--- src/rtl/i2s_frame_pkg.sv ---
package i2s_frame_pkg;

  // Frame position width: frames up to 254 bit clocks.
  localparam int FLW = 8;

  // Where a frame position lies: which channel, bit index in the slot,
  // word-select level and whether it opens a slot.
  typedef struct packed {
    logic           lrck;
    logic           right;
    logic [FLW-1:0] k;
    logic           start;
  } slot_map_t;

  function automatic slot_map_t map_pos(input logic [FLW-1:0] pos,
                                        input logic [FLW-1:0] flen);
    logic [FLW-1:0] half;
    slot_map_t      m;
    half    = flen >> 1;
    m.right = (pos >= half);
    m.k     = m.right ? (pos - half) : pos;
    // Word select flips one bit before the slot it announces.
    m.lrck  = (pos >= (half - 1'b1)) && (pos != (flen - 1'b1));
    m.start = (m.k == '0);
    return m;
  endfunction

endpackage

--- src/rtl/i2s_bclk_gen.sv ---
module i2s_bclk_gen #(
  parameter int DIVW = 8
) (
  input  logic            clk,
  input  logic            rst,
  input  logic            run,
  input  logic [DIVW-1:0] div,
  output logic            bclk,
  output logic            fall_evt,
  output logic            rise_evt
);

  logic [DIVW-1:0] cnt_q;
  logic            bclk_q;
  logic            tick;

  assign tick     = run && (cnt_q == div);
  assign fall_evt = tick && bclk_q;
  assign rise_evt = tick && !bclk_q;
  assign bclk     = bclk_q;

  always_ff @(posedge clk) begin
    if (rst || !run) begin
      cnt_q  <= '0;
      bclk_q <= 1'b1;
    end else if (tick) begin
      cnt_q  <= '0;
      bclk_q <= ~bclk_q;
    end else begin
      cnt_q  <= cnt_q + 1'b1;
    end
  end

endmodule

--- src/rtl/i2s_tx_lane.sv ---
module i2s_tx_lane #(
  parameter int DW = 32
) (
  input  logic          clk,
  input  logic          rst,
  input  logic          run,
  input  logic          fall_evt,
  input  logic          slot_start,
  input  logic [DW-1:0] in_data,
  input  logic          in_valid,
  output logic          in_ready,
  output logic          sdo,
  output logic          underrun
);

  logic [DW-1:0] buf_q;
  logic [DW-1:0] sh_q;
  logic          full_q;
  logic          sdo_q;
  logic          unr_q;

  assign in_ready = !full_q;
  assign sdo      = sdo_q;
  assign underrun = unr_q;

  always_ff @(posedge clk) begin
    if (rst) begin
      buf_q  <= '0;
      sh_q   <= '0;
      full_q <= 1'b0;
      sdo_q  <= 1'b0;
      unr_q  <= 1'b0;
    end else begin
      unr_q <= 1'b0;
      if (fall_evt && slot_start) begin
        if (full_q) begin
          sdo_q  <= buf_q[DW-1];
          sh_q   <= buf_q << 1;
          full_q <= 1'b0;
        end else begin
          sdo_q <= 1'b0;
          sh_q  <= '0;
          unr_q <= 1'b1;
        end
      end else if (fall_evt) begin
        // Zeros shift in behind the word: long slots pad by themselves.
        sdo_q <= sh_q[DW-1];
        sh_q  <= sh_q << 1;
      end else if (!run) begin
        sdo_q <= 1'b0;
      end
      // Accept only into an empty buffer; never coincides with a load.
      if (in_valid && !full_q) begin
        buf_q  <= in_data;
        full_q <= 1'b1;
      end
    end
  end

endmodule

--- src/rtl/i2s_rx_lane.sv ---
module i2s_rx_lane #(
  parameter int DW  = 32,
  parameter int FLW = 8
) (
  input  logic           clk,
  input  logic           rst,
  input  logic           rise_evt,
  input  logic [FLW-1:0] k,
  input  logic           last,
  input  logic           right,
  input  logic           sdi,
  output logic [DW-1:0]  out_data,
  output logic           out_right,
  output logic           out_valid,
  input  logic           out_ready
);

  localparam int IW = $clog2(DW);

  logic [DW-1:0] cap_q;
  logic [DW-1:0] cap_n;
  logic [DW-1:0] data_q;
  logic          right_q;
  logic          valid_q;

  always_comb begin
    cap_n = (k == '0) ? '0 : cap_q;
    if (k < FLW'(DW)) begin
      cap_n[IW'(DW-1) - k[IW-1:0]] = sdi;
    end
  end

  always_ff @(posedge clk) begin
    if (rst) begin
      cap_q   <= '0;
      data_q  <= '0;
      right_q <= 1'b0;
      valid_q <= 1'b0;
    end else begin
      if (valid_q && out_ready) begin
        valid_q <= 1'b0;
      end
      if (rise_evt) begin
        cap_q <= cap_n;
        if (last) begin
          data_q  <= cap_n;
          right_q <= right;
          valid_q <= 1'b1;
        end
      end
    end
  end

  assign out_data  = data_q;
  assign out_right = right_q;
  assign out_valid = valid_q;

endmodule

--- src/rtl/i2s_frame_master.sv ---
module i2s_frame_master #(
  parameter int DW   = 32,
  parameter int DIVW = 8
) (
  input  logic                       clk,
  input  logic                       rst,
  input  logic                       en,
  input  logic [i2s_frame_pkg::FLW-1:0] cfg_frame_len,
  input  logic [DIVW-1:0]            cfg_div,
  input  logic [DW-1:0]              dac_data,
  input  logic                       dac_valid,
  output logic                       dac_ready,
  output logic                       dac_underrun,
  output logic [DW-1:0]              adc_data,
  output logic                       adc_right,
  output logic                       adc_valid,
  input  logic                       adc_ready,
  output logic                       bclk,
  output logic                       lrck,
  output logic                       sdout,
  input  logic                       sdin
);

  import i2s_frame_pkg::*;

  logic           run_q;
  logic [FLW-1:0] pos_q;
  logic [FLW-1:0] flen_q;
  logic [DIVW-1:0] div_q;
  logic           lrck_q;
  logic           right_q;
  logic [FLW-1:0] k_q;

  logic           fall_evt;
  logic           rise_evt;
  logic           wrap;
  logic [FLW-1:0] flen_n;
  logic [FLW-1:0] pos_n;
  logic [FLW-1:0] half_q;
  logic           last_bit;
  slot_map_t      map_n;

  // Next bit position; frame length is re-read only when a frame wraps.
  assign wrap     = (pos_q == (flen_q - 1'b1));
  assign flen_n   = wrap ? cfg_frame_len : flen_q;
  assign pos_n    = wrap ? '0 : (pos_q + 1'b1);
  assign map_n    = map_pos(pos_n, flen_n);
  assign half_q   = flen_q >> 1;
  assign last_bit = (k_q == (half_q - 1'b1));

  always_ff @(posedge clk) begin
    if (rst) begin
      run_q   <= 1'b0;
      pos_q   <= '0;
      flen_q  <= '0;
      div_q   <= '0;
      lrck_q  <= 1'b0;
      right_q <= 1'b1;
      k_q     <= '0;
    end else if (!run_q) begin
      // Idle: everything set up before the bit clock starts.
      flen_q  <= cfg_frame_len;
      div_q   <= cfg_div;
      pos_q   <= cfg_frame_len - 1'b1;
      lrck_q  <= 1'b0;
      right_q <= 1'b1;
      k_q     <= (cfg_frame_len >> 1) - 1'b1;
      run_q   <= en;
    end else begin
      if (fall_evt) begin
        pos_q   <= pos_n;
        flen_q  <= flen_n;
        lrck_q  <= map_n.lrck;
        right_q <= map_n.right;
        k_q     <= map_n.k;
        if (wrap) begin
          div_q <= cfg_div;
        end
      end
      if (rise_evt && wrap && !en) begin
        run_q <= 1'b0;
      end
    end
  end

  assign lrck = lrck_q;

  i2s_bclk_gen #(.DIVW(DIVW)) u_clk (
    .clk      (clk),
    .rst      (rst),
    .run      (run_q),
    .div      (div_q),
    .bclk     (bclk),
    .fall_evt (fall_evt),
    .rise_evt (rise_evt)
  );

  i2s_tx_lane #(.DW(DW)) u_tx (
    .clk        (clk),
    .rst        (rst),
    .run        (run_q),
    .fall_evt   (fall_evt),
    .slot_start (map_n.start),
    .in_data    (dac_data),
    .in_valid   (dac_valid),
    .in_ready   (dac_ready),
    .sdo        (sdout),
    .underrun   (dac_underrun)
  );

  i2s_rx_lane #(.DW(DW), .FLW(FLW)) u_rx (
    .clk       (clk),
    .rst       (rst),
    .rise_evt  (rise_evt),
    .k         (k_q),
    .last      (last_bit),
    .right     (right_q),
    .sdi       (sdin),
    .out_data  (adc_data),
    .out_right (adc_right),
    .out_valid (adc_valid),
    .out_ready (adc_ready)
  );

endmodule

--- config.mk ---
export PLATFORM = sky130hd
export DESIGN_NAME = i2s_frame_master
export DESIGN_NICKNAME = d
export VERILOG_FILES = /design/src/rtl/i2s_frame_pkg.sv /design/src/rtl/i2s_bclk_gen.sv /design/src/rtl/i2s_tx_lane.sv /design/src/rtl/i2s_rx_lane.sv /design/src/rtl/i2s_frame_master.sv
export SDC_FILE = /design/constraint.sdc
export NUM_CORES = 1
export LEC_CHECK = 0
export BUFFER_PORTS_ARGS = -buffer_cell sky130_fd_sc_hd__buf_2
export CAP_MARGIN = 30
export CORE_ASPECT_RATIO = 0.5
export CORE_MARGIN = 3
export CORE_UTILIZATION = 45
export DETAILED_ROUTE_END_ITERATION = 7
export PLACE_DENSITY = 0.73
export SLEW_MARGIN = 20
export SYNTH_ARGS = -nofsm -noshare
export SYNTH_HDL_FRONTEND = slang
export SYNTH_SLANG_ARGS = --single-unit
--- constraint.sdc ---
create_clock -name clk -period 10 [get_ports clk]
set_input_delay 1.5 -clock clk [delete_from_list [all_inputs] [get_ports clk]]
set_output_delay 1.5 -clock clk [all_outputs]
set_load 0.005 [all_outputs]
Yosys cells after proc, flatten, opt, wreduce, memory -nomap -nowiden. Index checks and enable logic that the tools add are counted.

Register bits after elaboration: 177. Input bits: 54. Word-level logic and storage cells: 99.

$add $sub $neg: 10. $lt $le $gt $ge: 5. Equality and inequality tests: 7. Mux-type cells: 32. Bitwise gates (word level): 3. Reductions and logical operators: 24.

Operators by type and width (count): 32-bit two-way mux (5); 8-bit two-way mux (12); 32-bit bitwise mux (1); 8-bit == test (3); 7-bit by 1-bit subtractor with 8-bit output, second input constant (3); 8-bit by 1-bit subtractor with 8-bit output, second input constant (3); 8-bit by 1-bit adder with 8-bit output, second input constant (2); 8-bit zero test (2); 1-bit two-way mux (13); 1-bit logical AND (10); 8-bit by 7-bit >= comparator with 1-bit output (1); 8-bit >= comparator (1); 8-bit by 6-bit < comparator with 1-bit output, second input constant (1); 8-bit inequality test (1); 8-bit by 7-bit subtractor with 8-bit output (1); 5-bit by 6-bit < comparator with 1-bit output, second input constant (1); 2-bit OR reduction (3); 1-bit demux with 5-bit select (1); 5-bit by 1-bit >= comparator with 1-bit output, second input constant (1); 5-bit subtractor, first input constant (1); 1-bit zero test (4); 2-bit by 1-bit inequality test with 1-bit output, second input constant (2); 2-bit AND reduction (2); 2-bit nonzero test (2); 3 further kinds (5).

Logic depth before layout (Yosys ltp).
Depth after elaboration: 9. Depth in mapped cells: 27. Mapped depth without buffers: 20.

Modules after synthesis. From an unflattened synthesis, not the netlist that was laid out.

Cells, all modules: 1227. Area total of the unflattened synthesis: 9929.5 µm².

By module, submodules not included: i2s_frame_master (times used 1, cells an instance 476, area an instance 3484.6 µm², seq. area each 700.7 µm²); i2s_rx_lane (times used 1, cells an instance 376, area an instance 3051.7 µm², seq. area each 1321.3 µm²); i2s_tx_lane (times used 1, cells an instance 325, area an instance 2921.6 µm², seq. area each 1321.3 µm²); i2s_bclk_gen (times used 1, cells an instance 50, area an instance 471.7 µm², seq. area each 180.2 µm²).

Worst setup path before layout. No wires, ideal clock.

Path type: register to register. Start point: register flen_q[2]. End point: register u_tx.sh_q[10]. Library setup time: 0.135 ns. Arrival time: 5.578 ns. Data required time: 9.865 ns. Setup slack: 4.287 ns. Stages on the path, launching flop included: 25. Buffers on the path: 6. Clock period less this slack: 5.713 ns. Path through: dfxtp_1 -> buf_2 -> inv_1 -> ha_1 -> buf_2 -> nor2b_1 -> a21oi_1 -> o22ai_4 -> a211oi_2 -> clkbuf_1 -> clkbuf_1 -> nor2_1 -> a21o_1 -> ha_1 -> o311ai_0 -> a21oi_1 -> mux2_1 -> mux2_2 -> o21a_1 -> mux2i_2 -> or4b_1 -> buf_2 -> buf_6 -> o31ai_1 -> a211oi_1.

Longest elaborated chain between the ends: 8. Elaborated cells on any way between the ends: 11.

RTL lines: from (decl) (RTL line i2s_frame_master.sv:28) `logic [FLW-1:0] flen_q;`; from (signal assigned) (RTL line i2s_frame_master.sv:62) `flen_q <= cfg_frame_len;`; from (signal assigned) (RTL line i2s_frame_master.sv:72) `flen_q <= flen_n;`; 8-bit by 1-bit subtractor with 8-bit output (RTL line i2s_frame_master.sv:44) `assign wrap = (pos_q == (flen_q - 1'b1));`; 8-bit == test (RTL line i2s_frame_master.sv:44); 8-bit two-way mux (on tied branches) (RTL line i2s_frame_master.sv:46, i2s_frame_master.sv:45); 8-bit by 7-bit subtractor with 8-bit output / 8-bit by 7-bit >= comparator with 1-bit output (equally long branches) (RTL line i2s_frame_pkg.sv:21, i2s_frame_pkg.sv:20); 8-bit two-way mux * (RTL line i2s_frame_pkg.sv:21) `m.k = m.right ? (pos - half) : pos;`; 8-bit zero test * (RTL line i2s_frame_pkg.sv:24) `m.start = (m.k == '0);`; 1-bit logical AND * (RTL line i2s_tx_lane.sv:35) `if (fall_evt && slot_start) begin`; 32-bit two-way mux / 2-bit nonzero test (equally long branches); to (signal assigned) (RTL line i2s_tx_lane.sv:38) `sh_q <= buf_q << 1;`; to (signal assigned) (RTL line i2s_tx_lane.sv:48) `sh_q <= sh_q << 1;`; to (decl) (RTL line i2s_tx_lane.sv:17) `logic [DW-1:0] sh_q;`.

Every way passes the cells marked *; elsewhere a longest branch is shown, timed or not. A chain may end at the register's enable or synchronous reset.

Worst setup path in the final report.
Start point: register flen_q[2]. End point: register u_tx.sh_q[16].

The elaborated chain is that of the path after synthesis.

==> impl_metrics.tcl <==
set metrics [dict create \
    via_count 9385 \
    die_height_um 111 \
    layout-drive-gt1-share 0.131 \
    layout_min_cycle_time_ns 6.56 \
    nFillCells 2006 \
    path_max_fanout 35 \
    rsz0062_at_grt "no" \
    grt_max_degree 86 \
    p_per_area_nw_per_um2 170 \
    synth_edf_count 0 \
    crit_path_end_kind "flip-flop" \
    wirelength_mm 28.1 \
    cts_hold_buf 0 \
    max_freq_mhz 153 \
    whs_ns 0.455 \
    antenna_found_initial 0 \
    cts_max_level 4 \
    arrival_ns 6.84 \
    fin_skew_ns 0.00730 \
    p_comb_frac 0.227 \
    avgSynthCellArea_um2 7.76 \
    clock_latency_ns 0.44 \
    path_clk_slew_ns 0.07 \
    grt_remaining_overflow 0 \
    synth-main-ff-cell "dfxtp_1" \
    area_growth_syn_to_layout_pct 11.5 \
    cts_setup_buffers 0 \
    grt_pass1_wl_mm 45.4 \
    switchingPower_uw 609 \
    worstPathRequired_ns 10.28 \
    finalSetupViolations 0 \
    drt-initial-drc-count 722 \
    clock_sinks 176 \
    max-slew-margin-rel 0.402 \
    tns_ns 0 \
    ys_types 75 \
    dieArea_um2 24000 \
    dp_worst_setup_slack_ns 3.63 \
    yosysWarnings 0 \
    port-buffer-count 92 \
    place_inst 1563 \
    cap_violations 0 \
    seq_power_share 0.402 \
    ir_drop_v 0.000121 \
    hold_viol 0 \
    setup_slack_ns 3.44 \
    numCtsBuffers 17 \
    grtUsageTotal 0.230 \
    synthArstFlopShare 0 \
    postRouteAntennaNets 0 \
    internal_power_uw 1280 \
    post-route-period-util 0.656 \
    worst_pin_slew_ns 0.890 \
    fin_nets 1367 \
    max-clock-path-buffers 2 \
    start_util 0.471 \
    ios 93 \
    cp-start-kind "flip-flop" \
    syn_nets 1356 \
    routedWlPerCell_um 17.6 \
    core.rowCount 37 \
    netSwitchingFraction 0.323 \
    post_drt_via_cell_ratio 5.88 \
    cts_resized 0 \
    root_buffer "clkbuf_16" \
    pwr-share-clk 0.371 \
    synthCells 1281 \
    fin_cells 1597 \
    crit_type "reg2reg" \
    synth.ff_latch_count 176 \
    syn_area_um2 9940 \
    fp.dieW_um 216 \
    final_common_cell "nor2_1" \
    grt_pass1_vias 8697 \
    gp_congestion 0.966 \
    hold_path_class "reg2reg" \
    cts_tree "built" \
    p_leak_uw 0.00402 \
    yosysSeqAreaShare 0.354 \
    dp_hpwl_mm 19.3 \
    drt_pass1_iterations 6 \
    layout_common_cells "nor2_1, nand2_1, dfxtp_1" \
    num_antenna_cells 0 \
    slew_viol_final 0 \
    core_um2 21100 \
    status "complete, no violations" \
    drc 0 \
]
-- per-layer routing --
layer | track usage | share of wire | vias up
met3 | 0.0424 | 0.062 | 42
met1 | 0.321 | 0.48 | 4426
met5 | 0 | 0 | -
met2 | 0.361 | 0.45 | 290
li1 | - | - | 4627
met4 | 0.0673 | 0.018 | 0
-- cell families (layout without fill, tap and decap cells) --
group | Yosys count | count (layout) | synth area share
simple gates | 481 | 481 | 0.210
buf+inv | 139 | 163 | 0.0593
flops | 176 | 176 | 0.354
compound gates | 374 | 374 | 0.267
xor+xnor | 71 | 71 | 0.0625
fa+ha+maj | 22 | 22 | 0.0274
mux | 18 | 18 | 0.0190
-- metrics by stage --
step	power [µW]	area (µm²)	util
6_report	1890	11100	0.525
5_1_grt	1970	11100	0.525
4_1_cts	1890	11100	0.525
3_5_place_dp	1190	10500	0.496
3_3_place_gp	1180	10400	0.493
2_1_floorplan	1080	9940	-
-- worst max-delay path: stages, from the launching register on --
cell	delay, ns
dfxtp_1	0.59
inv_1	0.14
ha_1	0.31
nor2b_1	0.20
a21oi_1	0.30
o22ai_4	0.18
a211oi_4	0.21
buf_4	0.35
mux2i_1	0.56
ha_1	0.41
and3_1	0.25
nand3_1	0.12
a2111oi_1	0.06
a211oi_1	0.46
a21oi_1	0.16
mux2i_2	0.24
buf_4	0.40
or4b_1	0.81
buf_8	0.28
o31ai_1	0.24
a211oi_1	0.11
-- synthesized netlist by cell type (10+ instances only) --
cell type | number | area share
inv_1 | 17 | 0.0064
a21oi_1 | 99 | 0.050
a31oi_1 | 11 | 0.0069
a32oi_1 | 20 | 0.018
nor2_1 | 193 | 0.073
mux2i_1 | 13 | 0.013
buf_2 | 12 | 0.0060
ha_1 | 21 | 0.026
a221oi_1 | 12 | 0.011
a211oi_1 | 95 | 0.072
dfxtp_1 | 176 | 0.35
buf_1 | 14 | 0.0053
nor3_1 | 14 | 0.0070
o31ai_1 | 33 | 0.025
nand2_1 | 179 | 0.068
o21ai_0 | 19 | 0.0096
xor2_1 | 34 | 0.030
clkbuf_1 | 89 | 0.034
a41oi_1 | 35 | 0.031
xnor2_1 | 37 | 0.033
nand3_1 | 26 | 0.013
and2_1 | 10 | 0.0063
-- path summary, 6_finish.rpt --
kind	from	end	slack (ns)	cells past startpoint
max reg2reg	flen_q[2]$_SDFFE_PP0P_	u_tx.sh_q[16]$_SDFFE_PP0P_	3.44	20
max	flen_q[2]$_SDFFE_PP0P_	u_tx.sh_q[16]$_SDFFE_PP0P_	3.44	20
min reg2reg	u_tx.buf_q[9]$_SDFFE_PP0P_	u_tx.buf_q[9]$_SDFFE_PP0P_	0.46	2
min	u_tx.buf_q[9]$_SDFFE_PP0P_	u_tx.buf_q[9]$_SDFFE_PP0P_	0.46	2
-- registers in the layout, indices dropped and copies added (netlist names), 8 cells and up --
| name | flops |
|---|---|
| flen_q | 8 |
| pos_q | 8 |
| u_tx.buf_q | 32 |
| div_q | 8 |
| u_tx.sh_q | 31 |
| k_q | 8 |
| u_rx.out_data | 32 |
| u_clk.cnt_q | 8 |
| u_rx.cap_q | 32 |
-- final cells by class --
cell class / instances / area (µm²) / area share
multi-input cells: 966 / 5880 / 0.530
flip-flops and latches: 176 / 3520 / 0.318
repair buffers: 114 / 647 / 0.0583
clock buffers: 21 / 460 / 0.0415
well taps: 292 / 365 / 0.0329
clock inverters: 11 / 153 / 0.0138
inverters: 17 / 63.8 / 0.00575
-- power by group through the flow --
stage | sequential [µW] | clock (µW) | combinational, µW
2_1_floorplan | 756 | 0 | 328
3_3_place_gp | 773 | 0 | 410
3_5_place_dp | 774 | 0 | 420
4_1_cts | 758 | 712 | 421
5_1_grt | 762 | 741 | 470
6_report | 759 | 700 | 428
(Power assumes the default switching activity.)
